**config.mk**
```make
export PLATFORM = sky130hd
export DESIGN_NAME = serial_chain_latch
export DESIGN_NICKNAME = d
export VERILOG_FILES = /design/src/rtl/chain_pkg.sv /design/src/rtl/chain_ctrl.sv /design/src/rtl/chain_datapath.sv /design/src/rtl/serial_chain_latch.sv
export SDC_FILE = /design/constraint.sdc
export NUM_CORES = 1
export LEC_CHECK = 0
export BUFFER_PORTS_ARGS = -buffer_cell sky130_fd_sc_hd__buf_2
export CAP_MARGIN = 40
export CORE_MARGIN = 8
export CORE_UTILIZATION = 25
export CTS_BUF_LIST = sky130_fd_sc_hd__clkbuf_8
export CTS_CLUSTER_DIAMETER = 100
export DETAILED_ROUTE_END_ITERATION = 8
export PLACE_DENSITY = 0.41
export SYNTH_ARGS = -nofsm -noshare
export SYNTH_HDL_FRONTEND = slang
export SYNTH_SLANG_ARGS = --single-unit
```
**constraint.sdc**
```tcl
create_clock -name clk -period 8.85 [get_ports clk]
set_clock_uncertainty 0.2 [all_clocks]
set_input_delay 1.3275 -clock clk [delete_from_list [all_inputs] [get_ports clk]]
set_output_delay 1.3275 -clock clk [all_outputs]
set_load 0.005 [all_outputs]
```
**src/rtl/chain_pkg.sv**
```systemverilog
package chain_pkg;

  // Strobes from control to datapath, one set per oscillator cycle.
  typedef struct packed {
    logic shiftEn;   // a synchronized shift-clock edge was seen
    logic dataBit;   // synchronized serial bit to shift in
    logic latchEn;   // idle limit reached: copy the word if the code matches
  } chainStrobe_t;

endpackage

```
**src/rtl/chain_ctrl.sv**
```systemverilog
module chain_ctrl
  import chain_pkg::*;
#(
  parameter int SYNC_STAGES = 2,
  parameter int TMO_SHIFT   = 3,
  parameter int TMO_MIN     = 8,
  parameter int TMO_MAX     = 16384
) (
  input  logic         clk,
  input  logic         rst,
  input  logic         sckIn,
  input  logic         sdiIn,
  output chainStrobe_t strobe,
  output logic         sckOut,
  output logic         latchPulse
);

  localparam int CNT_W  = $clog2(TMO_MAX + 1);
  localparam int WIDE_W = CNT_W + TMO_SHIFT;
  localparam logic [CNT_W-1:0]  CNT_SAT = CNT_W'(TMO_MAX);
  localparam logic [WIDE_W-1:0] LIM_LO  = WIDE_W'(TMO_MIN);
  localparam logic [WIDE_W-1:0] LIM_HI  = WIDE_W'(TMO_MAX);

  // Input synchronizers, one flop chain per line
  logic [SYNC_STAGES-1:0] sckSync;
  logic [SYNC_STAGES-1:0] sdiSync;
  logic                   sckPrev;
  logic                   sckRise;

  always_ff @(posedge clk) begin
    if (rst) begin
      sckSync <= '0;
      sdiSync <= '0;
      sckPrev <= 1'b0;
    end else begin
      sckSync <= {sckSync[SYNC_STAGES-2:0], sckIn};
      sdiSync <= {sdiSync[SYNC_STAGES-2:0], sdiIn};
      sckPrev <= sckSync[SYNC_STAGES-1];
    end
  end

  assign sckRise = sckSync[SYNC_STAGES-1] & ~sckPrev;

  // Edge spacing measurement and idle timer
  logic [CNT_W-1:0]  idleCnt;
  logic [CNT_W-1:0]  periodReg;
  logic              seenEdge;
  logic              armed;
  logic [WIDE_W-1:0] scaledLim;
  logic [CNT_W-1:0]  idleLim;
  logic              fire;
  logic              fwdPipe;

  always_comb begin
    scaledLim = WIDE_W'(periodReg) << TMO_SHIFT;
    if (scaledLim < LIM_LO)      idleLim = CNT_W'(TMO_MIN);
    else if (scaledLim > LIM_HI) idleLim = CNT_W'(TMO_MAX);
    else                         idleLim = scaledLim[CNT_W-1:0];
  end

  assign fire = armed && !sckRise && (idleCnt == idleLim - CNT_W'(1));

  always_ff @(posedge clk) begin
    if (rst) begin
      idleCnt    <= '0;
      periodReg  <= '0;
      seenEdge   <= 1'b0;
      armed      <= 1'b0;
      latchPulse <= 1'b0;
      fwdPipe    <= 1'b0;
      sckOut     <= 1'b0;
    end else begin
      fwdPipe    <= sckRise;
      sckOut     <= fwdPipe;
      latchPulse <= fire;
      if (sckRise) begin
        idleCnt  <= '0;
        armed    <= 1'b1;
        seenEdge <= 1'b1;
        if (seenEdge)
          periodReg <= (idleCnt == CNT_SAT) ? CNT_SAT : idleCnt + CNT_W'(1);
      end else begin
        if (idleCnt != CNT_SAT) idleCnt <= idleCnt + CNT_W'(1);
        if (fire) armed <= 1'b0;
      end
    end
  end

  assign strobe.shiftEn = sckRise;
  assign strobe.dataBit = sdiSync[SYNC_STAGES-1];
  assign strobe.latchEn = fire;

  AST_PULSE_SINGLE: assert property (@(posedge clk) disable iff (rst)
    latchPulse |=> !latchPulse);
  AST_FWD_SINGLE: assert property (@(posedge clk) disable iff (rst)
    sckOut |=> !sckOut);
  AST_LATCH_QUIET: assert property (@(posedge clk) disable iff (rst)
    latchPulse |-> (!sckOut && !fwdPipe));

endmodule

```
**src/rtl/chain_datapath.sv**
```systemverilog
module chain_datapath
  import chain_pkg::*;
#(
  parameter int          WORD_W   = 224,
  parameter int          CMD_W    = 6,
  parameter logic [5:0]  CMD_CODE = 6'b100101
) (
  input  logic              clk,
  input  logic              rst,
  input  chainStrobe_t      strobe,
  output logic              sdoOut,
  output logic [WORD_W-1:0] holdWord
);

  localparam int TOP = WORD_W - 1;

  logic [WORD_W-1:0] shiftReg;
  logic              cmdOk;

  always_ff @(posedge clk) begin
    if (rst) shiftReg <= '0;
    else if (strobe.shiftEn) shiftReg <= {shiftReg[TOP-1:0], strobe.dataBit};
  end

  assign cmdOk  = (shiftReg[TOP -: CMD_W] == CMD_CODE[CMD_W-1:0]);
  assign sdoOut = shiftReg[TOP];

  always_ff @(posedge clk) begin
    if (rst) holdWord <= '0;
    else if (strobe.latchEn && cmdOk) holdWord <= shiftReg;
  end

  AST_HOLD_STABLE: assert property (@(posedge clk) disable iff (rst)
    !strobe.latchEn |=> $stable(holdWord));
  AST_BAD_CMD: assert property (@(posedge clk) disable iff (rst)
    (strobe.latchEn && !cmdOk) |=> $stable(holdWord));
  AST_SDO_STABLE: assert property (@(posedge clk) disable iff (rst)
    !strobe.shiftEn |=> $stable(sdoOut));

endmodule

```
**src/rtl/serial_chain_latch.sv**
```systemverilog
module serial_chain_latch
  import chain_pkg::*;
#(
  parameter int         WORD_W      = 224,
  parameter int         CMD_W       = 6,
  parameter logic [5:0] CMD_CODE    = 6'b100101,
  parameter int         SYNC_STAGES = 2,
  parameter int         TMO_SHIFT   = 3,
  parameter int         TMO_MIN     = 8,
  parameter int         TMO_MAX     = 16384
) (
  input  logic              clk,
  input  logic              rst,
  input  logic              sckIn,
  input  logic              sdiIn,
  output logic              sdoOut,
  output logic              sckOut,
  output logic              latchPulse,
  output logic [WORD_W-1:0] holdWord
);

  chainStrobe_t strobe;

  chain_ctrl #(
    .SYNC_STAGES(SYNC_STAGES),
    .TMO_SHIFT  (TMO_SHIFT),
    .TMO_MIN    (TMO_MIN),
    .TMO_MAX    (TMO_MAX)
  ) u_ctrl (
    .clk       (clk),
    .rst       (rst),
    .sckIn     (sckIn),
    .sdiIn     (sdiIn),
    .strobe    (strobe),
    .sckOut    (sckOut),
    .latchPulse(latchPulse)
  );

  chain_datapath #(
    .WORD_W  (WORD_W),
    .CMD_W   (CMD_W),
    .CMD_CODE(CMD_CODE)
  ) u_dp (
    .clk     (clk),
    .rst     (rst),
    .strobe  (strobe),
    .sdoOut  (sdoOut),
    .holdWord(holdWord)
  );

endmodule

```
### Word-level counts from Yosys, hierarchy flattened

Cells that the tools add are included.

| storage, ports and cells | value |
|---|---|
| bits in registers | 488 |
| latch bits | 0 |
| bits in writable memories | 0 |
| memory bits (read-only) | 0 |
| bits of input ports | 4 |
| output and inout bits | 227 |
| memories kept | 0 |

| operators by class | value |
|---|---|
| $add $sub $neg | 2 |
| multipliers | 0 |
| divide/modulo/power cells | 0 |
| $lt $le $gt $ge | 2 |
| eq/ne operators | 4 |
| shift-type cells | 0 |
| multiplexer cells | 5 |
| bitwise gates (word level) | 2 |
| reduce and logical (&&, ||, !) cells | 7 |

Operator list:

| kind | count |
|---|---|
| 15-bit two-way mux | 3 |
| 18-bit by 15-bit > comparator with 1-bit output (second input constant) | 1 |
| 18-bit by 4-bit less-than comparator with 1-bit output (second input constant) | 1 |
| 15-bit by 1-bit adder with 15-bit output (second input constant) | 1 |
| 15-bit == test | 1 |
| 15-bit == test (second input constant) | 1 |
| 15-bit != test (second input constant) | 1 |
| 15-bit by 1-bit subtractor with 15-bit output (second input constant) | 1 |
| 6-bit == test (second input constant) | 1 |
| 1-bit logical AND | 3 |
| 1-bit two-way mux | 2 |
| 2-bit AND reduction | 1 |
| 2-bit nonzero test | 1 |
| 2-bit OR reduction | 1 |
| 1-bit AND | 1 |
| 1-bit logical NOT | 1 |
| 1-bit inverter | 1 |

### Logic depth before layout (Yosys ltp)

Gate-level depths: netlist of the first run.

| depth | value |
|---|---|
| depth after elaboration | 8 |
| depth in mapped cells | 17 |

### By module

Synthesis of the first run repeated with hierarchy kept, for this count alone.

| second synthesis, totals | value |
|---|---|
| cells, all modules | 1950 |
| area total of the unflattened synthesis | 19887.8 um^2 |

Modules (own cells, without submodules):

| module | times used | cells an instance | area each (um^2) | sequential area each (um^2) |
|---|---|---|---|---|
| chain_datapath | 1 | 1682 | 17697.0 | 8968.6 |
| chain_ctrl | 1 | 268 | 2190.9 | 800.8 |

### Least setup slack after synthesis of the first run

No wires, ideal clock.

| timing | value |
|---|---|
| path type | flip-flop to flip-flop |
| start | reg u_ctrl.periodReg[11] |
| end | reg u_dp.holdWord[100] |
| setup time | 0.072 ns |
| data arrival time | 3.720 ns |
| required time | 8.578 ns |
| slack | 4.858 ns |
| stages on the path, launching flop included | 17 |
| clock period less this slack | 3.992 ns |
| cells stage by stage | dfxtp_1 > nor4_1 > clkbuf_1 > clkbuf_1 > nand2b_1 > ha_1 > clkbuf_1 > nor4bb_1 > o2111a_1 > nor4_1 > nand4b_1 > or4b_1 > nor4_1 > buf_4 > buf_6 > buf_8 > mux2i_1 |

| between the ends | value |
|---|---|
| longest elaborated chain between the ends | 7 |

RTL lines:

| item | line | source |
|---|---|---|
| start, declared | chain_ctrl.sv:46 | `logic [CNT_W-1:0] periodReg;` |
| start signal, assigned | chain_ctrl.sv:81 | `periodReg <= (idleCnt == CNT_SAT) ? CNT_SAT : idleCnt + CNT_W'(1);` |
| 18-bit by 15-bit > comparator with 1-bit output | chain_ctrl.sv:57 | `else if (scaledLim > LIM_HI) idleLim = CNT_W'(TMO_MAX);` |
| 15-bit two-way mux | chain_ctrl.sv:57 |  |
| 15-bit two-way mux (*) | chain_ctrl.sv:56 | `if (scaledLim < LIM_LO) idleLim = CNT_W'(TMO_MIN);` |
| 15-bit by 1-bit subtractor with 15-bit output (*) | chain_ctrl.sv:61 | `assign fire = armed && !sckRise && (idleCnt == idleLim - CNT_W'(1));` |
| 15-bit == test (*) | chain_ctrl.sv:61 |  |
| 1-bit logical AND (*) | chain_ctrl.sv:61 |  |
| 1-bit logical AND (*) | chain_datapath.sv:30 | `else if (strobe.latchEn && cmdOk) holdWord <= shiftReg;` |
| end signal, assigned | chain_datapath.sv:30 |  |
| end, declared | chain_datapath.sv:12 | `output logic [WORD_W-1:0] holdWord` |

Mark *: on every way between the ends. The rest lies on a longest branch, timed or not.
A chain may end at the register's enable or synchronous reset.

### Worst setup path after layout of the first run

| timing | value |
|---|---|
| start | reg u_ctrl.periodReg[3] |
| end | reg u_dp.holdWord[17] |

Same word-level chain as after synthesis.

==> impl_metrics.json, run 1 <==
{
  "final_util_pct": 30.68,
  "criticalPathCategory": "reg -> reg",
  "fmax_mhz": 207.3,
  "irDropWorstVdd_mv": 0.1098,
  "post_cts.repair.setup_buffers": 0,
  "critPathArrivalTime_ns": 5.21,
  "holdWs_ns": 0.2336,
  "synth_edf_count": 0,
  "p_comb_share_pct": 2.5,
  "yosysWarnings": 0,
  "holdCritPathClass": "reg -> reg",
  "setup_viol": 0,
  "worstMarginPinSlew_ns": 1.070,
  "switchingPower_uw": 1075,
  "synth.avg_cell_area_um2": 10.20,
  "clock_power_share_pct": 50.2,
  "synthArstFlopShare_pct": 0,
  "status": "finished clean",
  "rr_endpoint": "u_dp.holdWord[17]",
  "clk_latency_ns": 0.66,
  "io_buffers": 230,
  "reg2reg_from": "u_ctrl.periodReg[3]",
  "area_growth_syn_to_layout_pct": 21.48,
  "clockRootBuffer": "clkbuf_8",
  "ys_types": 58,
  "switching_share_pct": 23.06,
  "yosysSeqAreaShare_pct": 55.15,
  "grt_max_degree": 213,
  "maxCapViolations": 0,
  "post_cts_resize_count": 0,
  "cts_buffer_depth": 3,
  "core_mm2": 0.07015,
  "synth.largest_area_cell": "dfxtp_1",
  "cp.required_ns": 9.23,
  "vias": 13050,
  "final_nets": 1936,
  "cts_inserted_buffers": 91,
  "ys_ff_latch": 488,
  "final_hold_viol_count": 0,
  "seq_power_share_pct": 47.3,
  "ys_top_cells_by_area": "dfxtp_1 (55%), mux2i_1 (12%), a22o_1 (11%)",
  "htree_levels": 3,
  "n_fill_cell": 7351,
  "antenna_found_initial": 1,
  "drv_slew": 0,
  "grt-ovfl-total": 0,
  "cp_max_fo": 114,
  "finalWorstPathRequiredPeriod_ns": 4.825,
  "routed_wl_mm": 45.77,
  "hold_depth": 1,
  "synthesis.nets": 1743,
  "syn_area_mm2": 0.01772,
  "cp-start-kind": "flop",
  "grt_pass1_wl_mm": 73.15,
  "dr.first_iter.drc_count": 717,
  "dr.pass1.iters": 5,
  "setup_tns_ns": 0,
  "min_to": "u_ctrl.sckOut",
  "ff2ff_path_depth": 12,
  "power_density_mw_per_mm2": 216.7,
  "grt.total_usage_pct": 11.25,
  "dp_cells": 2776,
  "die_x_um": 282.2,
  "fin_cells": 2941,
  "relSlewSlack_pct": 28.68,
  "endpoint_kind": "flop",
  "min-delay-start": "u_ctrl.fwdPipe",
  "p_leak_uw": 0.008185,
  "drc_errors": 0,
  "vias_per_cell": 4.437,
  "dpl_cell_area_mm2": 0.01951,
  "cts_tree": "done",
  "wire_per_inst_um": 15.56,
  "die-height_um": 282.2,
  "die-area_mm2": 0.07964,
  "syn_inst": 1736,
  "place_congestion": 0.7682,
  "io_pins": 231,
  "drive_gt1_share_pct": 19.70,
  "rrSetupSlack_ns": 4.03,
  "cts_num_sinks": 488,
  "post-dp-hpwl_mm": 27.58,
  "start_util_pct": 25.25,
  "rsz0062_at_grt": "false",
  "ys.flop_type": "dfxtp_1",
  "synth_top_area_share_pct": 55.15,
  "fin_crit_sh_pct": 54.52,
  "rows": 97,
  "p_int_uw": 3588,
  "clkTransAtPathRegs_ns": 0.06,
  "ant_nets": 0,
  "grt_pass1_vias": 13230,
  "cts_hold_buf": 0,
  "fin_area_mm2": 0.02152
}
## layout make-up
type | instances | area, um2 | share of cell area, %
Clock buffer | 119 | 1638 | 7.610
Timing Repair Buffer | 243 | 1319 | 6.128
Sequential cell | 488 | 9769 | 45.40
Multi-Input combinational cell | 1098 | 7207 | 33.49
Inverter | 7 | 33.78 | 0.1570
Tap cell | 940 | 1176 | 5.465
Antenna cell | 1 | 2.502 | 0.01163
Clock inverter | 45 | 375.4 | 1.744
## how the worst max path moves through the flow
stage,startpoint,endpoint
global placement,u_ctrl.periodReg[3],u_dp.holdWord[31]
finish,u_ctrl.periodReg[3],u_dp.holdWord[17]
detailed placement,u_ctrl.periodReg[3],u_dp.holdWord[17]
CTS,u_ctrl.periodReg[3],u_dp.holdWord[203]
floorplan,u_ctrl.periodReg[11],u_dp.holdWord[100]
global route,u_ctrl.periodReg[3],u_dp.holdWord[10]
## logic make-up (layout without fill, tap and decap cells)
kind of cell	after synthesis	count (layout)	share of synthesized area, %
compound gates	276	276	13.19
xor+xnor	20	20	0.9888
fa+ha+maj	3	3	0.2119
buf+inv	150	414	4.301
flops	488	488	55.15
mux	222	222	12.56
other cells	0	1	0
simple gates	577	577	13.60
## metal layers
metal	track usage (%)	vias to the layer above	wire length, um
met1	14.50	6211	21490
met4	4.610	0	1247
li1	-	6438	-
met5	0	-	0
met2	17.55	317	20050
met3	3.274	83	2985
## registers in the layout, indices dropped and copies added (netlist names)
register	cells
u_dp.holdWord	224
u_dp.shiftReg	224
u_ctrl.idleCnt	15
u_ctrl.periodReg	15
u_ctrl.sckSync	2
u_ctrl.sdiSync	2
u_ctrl.armed	1
u_ctrl.fwdPipe	1
u_ctrl.latchPulse	1
u_ctrl.sckOut	1
u_ctrl.sckPrev	1
u_ctrl.seenEdge	1
## cells in the final DEF, fill, tap and decap left out, types with 6 or more instances in the layout
| master | Yosys | final |
|---|---|---|
| nand2_1 | 455 | 455 |
| xnor2_1 | 12 | 12 |
| nor2b_1 | 7 | 7 |
| a211oi_1 | 14 | 14 |
| dfxtp_1 | 488 | 488 |
| and3_1 | 7 | 7 |
| xor2_1 | 8 | 8 |
| nand4_1 | 6 | 6 |
| clkinv_2 | 0 | 6 |
| clkbuf_8 | 0 | 119 |
| nor2_1 | 40 | 39 |
| mux2i_1 | 219 | 219 |
| a22o_1 | 224 | 224 |
| buf_4 | 6 | 7 |
| inv_1 | 6 | 31 |
| buf_2 | 3 | 230 |
| a21oi_1 | 8 | 8 |
| nor4_1 | 11 | 9 |
| nand3_1 | 10 | 10 |
| o21a_1 | 6 | 6 |
| nor3_1 | 6 | 6 |
## cell usage after synthesis (5+ instances only)
master and n:
nand3_1 10, and3_1 7, xor2_1 8, a211oi_1 14
buf_8 10, nand2_1 455, nor2_1 40, mux2i_1 219
nand4_1 6, inv_1 6, or4_1 5, nor3_1 6
buf_6 8, a22o_1 224, buf_1 5, buf_4 6
a21oi_1 8, nor4_1 11, xnor2_1 12, clkbuf_1 111
nor2b_1 7, o21a_1 6, dfxtp_1 488
## stage by stage
step / worst slack [ns] / power (uW)
after global placement: 4.021 / 2369
after global routing: 3.629 / 4890
after floorplan: 4.858 / 2339
final: 4.025 / 4663
after detailed placement: 4.025 / 2369
after CTS: 4.012 / 4778
## power groups by stage
stage	Sequential [uW]	Combinational (uW)	Clock, uW
floorplan	2250	87.8	0
global placement	2250	116	0
detailed placement	2250	117	0
CTS	2210	117	2460
global route	2200	129	2560
finish	2210	115	2340
## critical path, cell delays in order, from the launching register on
cell      delay, ns
dfxtp_1        0.42
nor4_1         0.40
a31oi_1        0.18
nand2b_1       0.19
ha_1           0.42
nor4bb_1       0.22
o2111a_1       0.25
nor4_1         0.27
nand4b_1       0.13
or4b_1         0.50
nor4_2         0.49
buf_12         0.65
mux2i_1        0.26
No activity file was read; power rests on OpenSTA's default activity.
==> inputs of run 2 (changes only) <==
==> constraint.sdc (replaced) <==
create_clock -name clk -period 4.8 [get_ports clk]
set_clock_uncertainty 0.2 [all_clocks]
set_input_delay 0.72 -clock clk [delete_from_list [all_inputs] [get_ports clk]]
set_output_delay 0.72 -clock clk [all_outputs]
set_load 0.005 [all_outputs]
==> run 2 against run 1 <==
Compared with the run above: critical path depth is 1 higher; largest cell class unchanged; worst setup slack worse by 3.6 ns; clock-buffer cell count is 11 lower; via count is 0.11% higher; first-iteration DRC count is 3.5% lower; sequential share of layout area is 0.34 points lower; fmax is 11% higher; die area stayed put; worst hold slack better by 0.0052 ns; global-route usage hardly changed; sequential power is 84% higher.
==> impl_metrics.json, run 2 (synthesis gave the netlist of run 1 again) <==
{
  "irDropWorstVdd_mv": 0.1529,
  "layout_setup_ws_ns": 0.4476,
  "area_growth_syn_to_layout_pct": 22.40,
  "regArea_mm2": 0.009769,
  "cts_buffer_depth": 3,
  "drive_gt1_share_pct": 19.95,
  "relSlewSlack_pct": 17.53,
  "worstMarginPinSlew_ns": 1.237,
  "die_x_um": 282.2,
  "ff2ff_path_depth": 13,
  "endpoint_kind": "flop",
  "final_util_pct": 30.91,
  "clk_latency_ns": 0.65,
  "io_pins": 231,
  "layout_common_cells": "dfxtp_1 (488), nand2_1 (455), buf_2 (230), a22o_1 (224), mux2i_1 (219)",
  "fin_crit_sh_pct": 90.67,
  "place_congestion": 0.7796,
  "vias_per_cell": 4.419,
  "finalWorstPathRequiredPeriod_ns": 4.352,
  "critPathArrivalTime_ns": 4.73,
  "drv_slew": 0,
  "rows": 97,
  "setup.worst_path.start": "u_ctrl.periodReg[3]",
  "rrSetupSlack_ns": 0.45,
  "core_mm2": 0.07015,
  "cp_max_fo": 33,
  "cp-start-kind": "flop",
  "setup.worst_path.end": "u_dp.holdWord[91]",
  "post_cts.repair.setup_buffers": 0,
  "vias": 13060,
  "dr.pass1.iters": 5,
  "die-height_um": 282.2,
  "final_common_cell": "dfxtp_1",
  "final_nets": 1951,
  "grt_max_degree": 208,
  "clockRootBuffer": "clkbuf_8",
  "setup_tns_ns": 0,
  "p_leak_uw": 0.008282,
  "reg2reg_from": "u_ctrl.periodReg[3]",
  "grt_pass1_vias": 13230,
  "holdWs_ns": 0.2388,
  "io_buffers": 230,
  "clkTransAtPathRegs_ns": 0.06,
  "dr.first_iter.drc_count": 692,
  "criticalPathCategory": "reg -> reg",
  "cts_tree": "done",
  "critPathMostFrequentCell": "nand4b_1",
  "maxCapViolations": 0,
  "multiInputGateArea_mm2": 0.007207,
  "post_cts_resize_count": 0,
  "crit_path_max_incr_delay_ns": 0.50,
  "power_density_mw_per_mm2": 391.0,
  "reg.largest.list": "u_dp.holdWord x224, u_dp.shiftReg x224",
  "routed_wl_mm": 46.04,
  "cp.required_ns": 5.18,
  "htree_levels": 3,
  "die-area_mm2": 0.07964,
  "cts_num_sinks": 488,
  "crit_slowest_cell": "or4b_1",
  "post-dp-hpwl_mm": 28.44,
  "place_ws_ns": 0.5313,
  "drc_errors": 0,
  "holdCritPathClass": "reg -> reg",
  "start_util_pct": 25.25,
  "grt.total_usage_pct": 11.24,
  "wire_per_inst_um": 15.58,
  "crit_chain": "nor4_1 -> a31oi_1 -> nand2b_1 -> ha_1 -> xor2_1 -> nand4b_1 -> a2111oi_0 -> nand4b_1 -> or4b_1 -> nor4_2 -> buf_12 -> buf_4 -> mux2i_1",
  "rr_endpoint": "u_dp.holdWord[91]",
  "antenna_found_initial": 1,
  "grt_pass1_wl_mm": 73.24,
  "ant_nets": 0,
  "grt-ovfl-total": 0,
  "cts_inserted_buffers": 90,
  "n_fill_cell": 7406,
  "rsz0062_at_grt": "false",
  "fmax_mhz": 229.8,
  "status": "finished clean",
  "final_hold_viol_count": 0,
  "setup_viol": 0
}
## run 2: cell types whose count changed in the layout (fill, tap and decap cells not counted), sizes merged
cell	delta
dlygate4sd3	+2
clkinvlp	-1
inv	+4
clkbuf	-11
clkinv	+6
buf	+14
bufinv	+1
## run 2: per-layer routing
metal,GRT usage (%),share of wire [%]
met3,3.274,6.0
met5,0,0
met2,17.18,44
met4,4.295,2.3
met1,14.89,48
## run 2: worst min path at each step
stage,start,endpoint,slack (ns),cells past startpoint
global route,u_ctrl.sckSync[0],u_ctrl.sckSync[1],0.27,1
floorplan,u_ctrl.fwdPipe,u_ctrl.sckOut,0.21,1
global placement,u_ctrl.sdiSync[1],u_dp.shiftReg[0],0.23,1
CTS,u_ctrl.sdiSync[1],u_dp.shiftReg[0],0.25,1
finish,u_ctrl.sckSync[0],u_ctrl.sckSync[1],0.24,1
detailed placement,u_ctrl.sckSync[0],u_ctrl.sckSync[1],0.23,1
## run 2: layout make-up
| class | count | share of cell area, % |
|---|---|---|
| clock inverters | 55 | 2.031 |
| multi-input cells | 1098 | 33.24 |
| well taps | 940 | 5.424 |
| clock buffers | 108 | 6.855 |
| diodes | 1 | 0.01154 |
| repair buffers | 259 | 7.236 |
| inverters | 7 | 0.1558 |
| flip-flops and latches | 488 | 45.05 |
## run 2: critical path: cells and delay by family (launching register included)
family | cells | cell delay [ns]
xor gates and xnor gates | 1 | 0.16
DFF | 1 | 0.41
AOI/OAI and AO/OA | 2 | 0.57
buffers and inverters | 2 | 0.60
and+or+nand+nor | 6 | 1.79
adders and majority gates | 1 | 0.32
muxes | 1 | 0.20
## run 2: per-stage QoR
step,power [uW],area [um2],instances
6_report,8479,21680,2956
5_1_grt,8912,21680,2956
4_1_cts,8709,21680,2955
3_5_place_dp,4374,19740,2790
3_3_place_gp,4374,19710,2789
2_1_floorplan,4312,17720,1736
## run 2: power by group
group	total (uW)	internal (uW)	switching, uW
Sequential	4070	4060	6.72
Clock	4200	2390	1810
Combinational	217	50.3	166
## run 2: timing repair
action | 4_1_cts | 5_1_grt
hold buffers | 2 | 0
setup endpoints to repair | 0 | 0
hold endpoints to repair | 2 | 0
==> inputs of run 3 (changes only) <==
==> constraint.sdc (replaced) <==
create_clock -name clk -period 4.8 [get_ports clk]
set_clock_uncertainty 0.2 [all_clocks]
set_input_delay 0.96 -clock clk [delete_from_list [all_inputs] [get_ports clk]]
set_output_delay 0.96 -clock clk [all_outputs]
set_load 0.005 [all_outputs]
==> run 3 against run 2 <==
Compared with the run above: die area stayed put; clock power shrank 2%; non-clock buffer count rose by 7; global-route usage grew 0.15 points; critical endpoint is now u_dp.holdWord[205].
==> impl_metrics.json, run 3 (synthesis gave the netlist of run 1 again) <==
{
  "status": "finished clean",
  "hold_depth": 1,
  "dp_cells": 2799,
  "layout_common_cells": "dfxtp_1 (488), nand2_1 (455), buf_2 (230), a22o_1 (224), mux2i_1 (219)",
  "clkTransAtPathRegs_ns": 0.06,
  "critPathArrivalTime_ns": 4.85,
  "p_int_uw": 6415,
  "finalWorstPathRequiredPeriod_ns": 4.485,
  "cp.required_ns": 5.17,
  "clock_power_share_pct": 48.9,
  "post_cts_resize_count": 0,
  "fin_cells": 2959,
  "rows": 97,
  "fmax_mhz": 223.0,
  "ant_nets": 0,
  "clk_latency_ns": 0.67,
  "drc_errors": 0,
  "cts_tree": "done",
  "reg2reg_from": "u_ctrl.periodReg[11]",
  "drv_slew": 0,
  "cp_max_fo": 26,
  "grt.total_usage_pct": 11.39,
  "vias": 13080,
  "reg.largest.list": "u_dp.holdWord x224, u_dp.shiftReg x224",
  "min-delay-start": "u_ctrl.sckSync[0]",
  "relSlewSlack_pct": 26.99,
  "ff2ff_path_depth": 13,
  "holdCritPathClass": "reg -> reg",
  "endpoint_kind": "flop",
  "grt_pass1_vias": 13120,
  "htree_levels": 3,
  "post_cts.repair.setup_buffers": 0,
  "dr.first_iter.drc_count": 720,
  "rr_endpoint": "u_dp.holdWord[205]",
  "setup_tns_ns": 0,
  "grt_pass1_wl_mm": 73.89,
  "die-area_mm2": 0.07964,
  "switching_share_pct": 23.66,
  "seq_power_share_pct": 48.4,
  "rrSetupSlack_ns": 0.32,
  "dr.pass1.iters": 5,
  "cts_num_sinks": 488,
  "rsz0062_at_grt": "false",
  "criticalPathCategory": "reg -> reg",
  "grt_use_met3_pct": 3.126,
  "final_hold_viol_count": 0,
  "p_leak_uw": 0.008295,
  "post-dp-hpwl_mm": 29.25,
  "setup_viol": 0,
  "vias_per_cell": 4.419,
  "cts_buffer_depth": 3,
  "start_util_pct": 25.25,
  "clockRootBuffer": "clkbuf_8",
  "p_comb_share_pct": 2.7,
  "core_mm2": 0.07015,
  "cts_hold_buf": 0,
  "final_nets": 1958,
  "final_common_cell": "dfxtp_1",
  "routed_wl_mm": 46.91,
  "fin_crit_sh_pct": 93.43,
  "drive_gt1_share_pct": 20.27,
  "io_pins": 231,
  "maxCapViolations": 0,
  "grt_use_met1_pct": 15.36,
  "antenna_found_initial": 1,
  "io_buffers": 230,
  "switchingPower_uw": 1988,
  "grt-ovfl-total": 0,
  "die_x_um": 282.2,
  "use_met2_pct": 17.09,
  "grt_max_degree": 215,
  "cp-start-kind": "flop",
  "min_to": "u_ctrl.sckSync[1]",
  "cts_inserted_buffers": 90,
  "worstMarginPinSlew_ns": 1.095,
  "irDropWorstVdd_mv": 0.1638,
  "die-height_um": 282.2,
  "wire_per_inst_um": 15.85,
  "grt.busiest_layer": "met2",
  "area_growth_syn_to_layout_pct": 22.64,
  "power_density_mw_per_mm2": 386.8,
  "place_congestion": 0.7798
}
run 3: cell types whose count changed in the layout (fill, tap and decap cells not counted), moves of 2 or more:
| cell | previous run | this run |
|---|---|---|
| bufinv_16 | 6 | 3 |
| dlygate4sd3_1 | 2 | 0 |
| buf_12 | 14 | 16 |
| clkbuf_8 | 108 | 113 |
| inv_1 | 36 | 34 |
| clkinv_2 | 12 | 5 |
| clkinvlp_4 | 1 | 3 |
| buf_4 | 12 | 18 |
run 3: area by class of cell:
class / count / area [um2]
inverter: 7 / 33.78
clock inverter: 46 / 334.1
clock buffer: 113 / 1555
fill: 7323 / 48420
sequential: 488 / 9769
timing repair buffer: 266 / 1649
multi-input combinational: 1098 / 7207
antenna: 1 / 2.502
tap: 940 / 1176
run 3: power by group through the flow:
| stage | Clock (uW) | Sequential [uW] | Combinational, uW |
|---|---|---|---|
| floorplan | 0 | 4150 | 162 |
| global placement | 0 | 4150 | 226 |
| detailed placement | 0 | 4150 | 231 |
| CTS | 4320 | 4060 | 231 |
| global route | 4500 | 4060 | 252 |
| finish | 4110 | 4070 | 227 |
run 3: layer usage:
layer  part of all wire, %  routed length, um  up-vias
met5                     0                  0        -
met4                   2.5               1175        0
met3                   6.4               3021       76
met2                    43              20120      326
met1                    48              22590     6186
li1                      -                  -     6489
run 3: through the flow:
| step | power (uW) | hold slack [ns] | area, um2 | utilization (%) | worst slack (ns) |
|---|---|---|---|---|---|
| 2_1_floorplan | 4312 | 0.2138 | 17720 | - | 0.8083 |
| 3_3_place_gp | 4379 | 0.2384 | 19790 | 28.22 | 0.4272 |
| 3_5_place_dp | 4384 | 0.2337 | 19840 | 28.28 | 0.3461 |
| 4_1_cts | 8613 | 0.2472 | 21720 | 30.97 | 0.2897 |
| 5_1_grt | 8819 | 0.2662 | 21730 | 30.97 | 0.06042 |
| 6_report | 8403 | 0.2423 | 21730 | 30.97 | 0.3152 |
run 3: worst max path at each step:
| stage | start | endpoint | slack [ns] |
|---|---|---|---|
| 5_1_grt | u_ctrl.periodReg[11] | u_dp.holdWord[214] | 0.06 |
| 4_1_cts | u_ctrl.periodReg[11] | u_dp.holdWord[205] | 0.29 |
| 3_5_place_dp | u_ctrl.periodReg[11] | u_dp.holdWord[205] | 0.35 |
| 6_report | u_ctrl.periodReg[11] | u_dp.holdWord[205] | 0.32 |
| 2_1_floorplan | u_ctrl.periodReg[11] | u_dp.holdWord[100] | 0.81 |
| 3_3_place_gp | u_ctrl.periodReg[11] | u_dp.holdWord[28] | 0.43 |
run 3: critical path, stage by stage, from the launching register on:
cell      delay [ns]
dfxtp_1         0.39
nor4_2          0.74
nand2b_1        0.14
ha_1            0.45
nor4bb_1        0.22
o2111a_1        0.25
nor4_1          0.24
nand4b_1        0.13
or4b_1          0.50
nor4_2          0.26
buf_12          0.17
buf_12          0.23
buf_4           0.25
mux2i_1         0.20
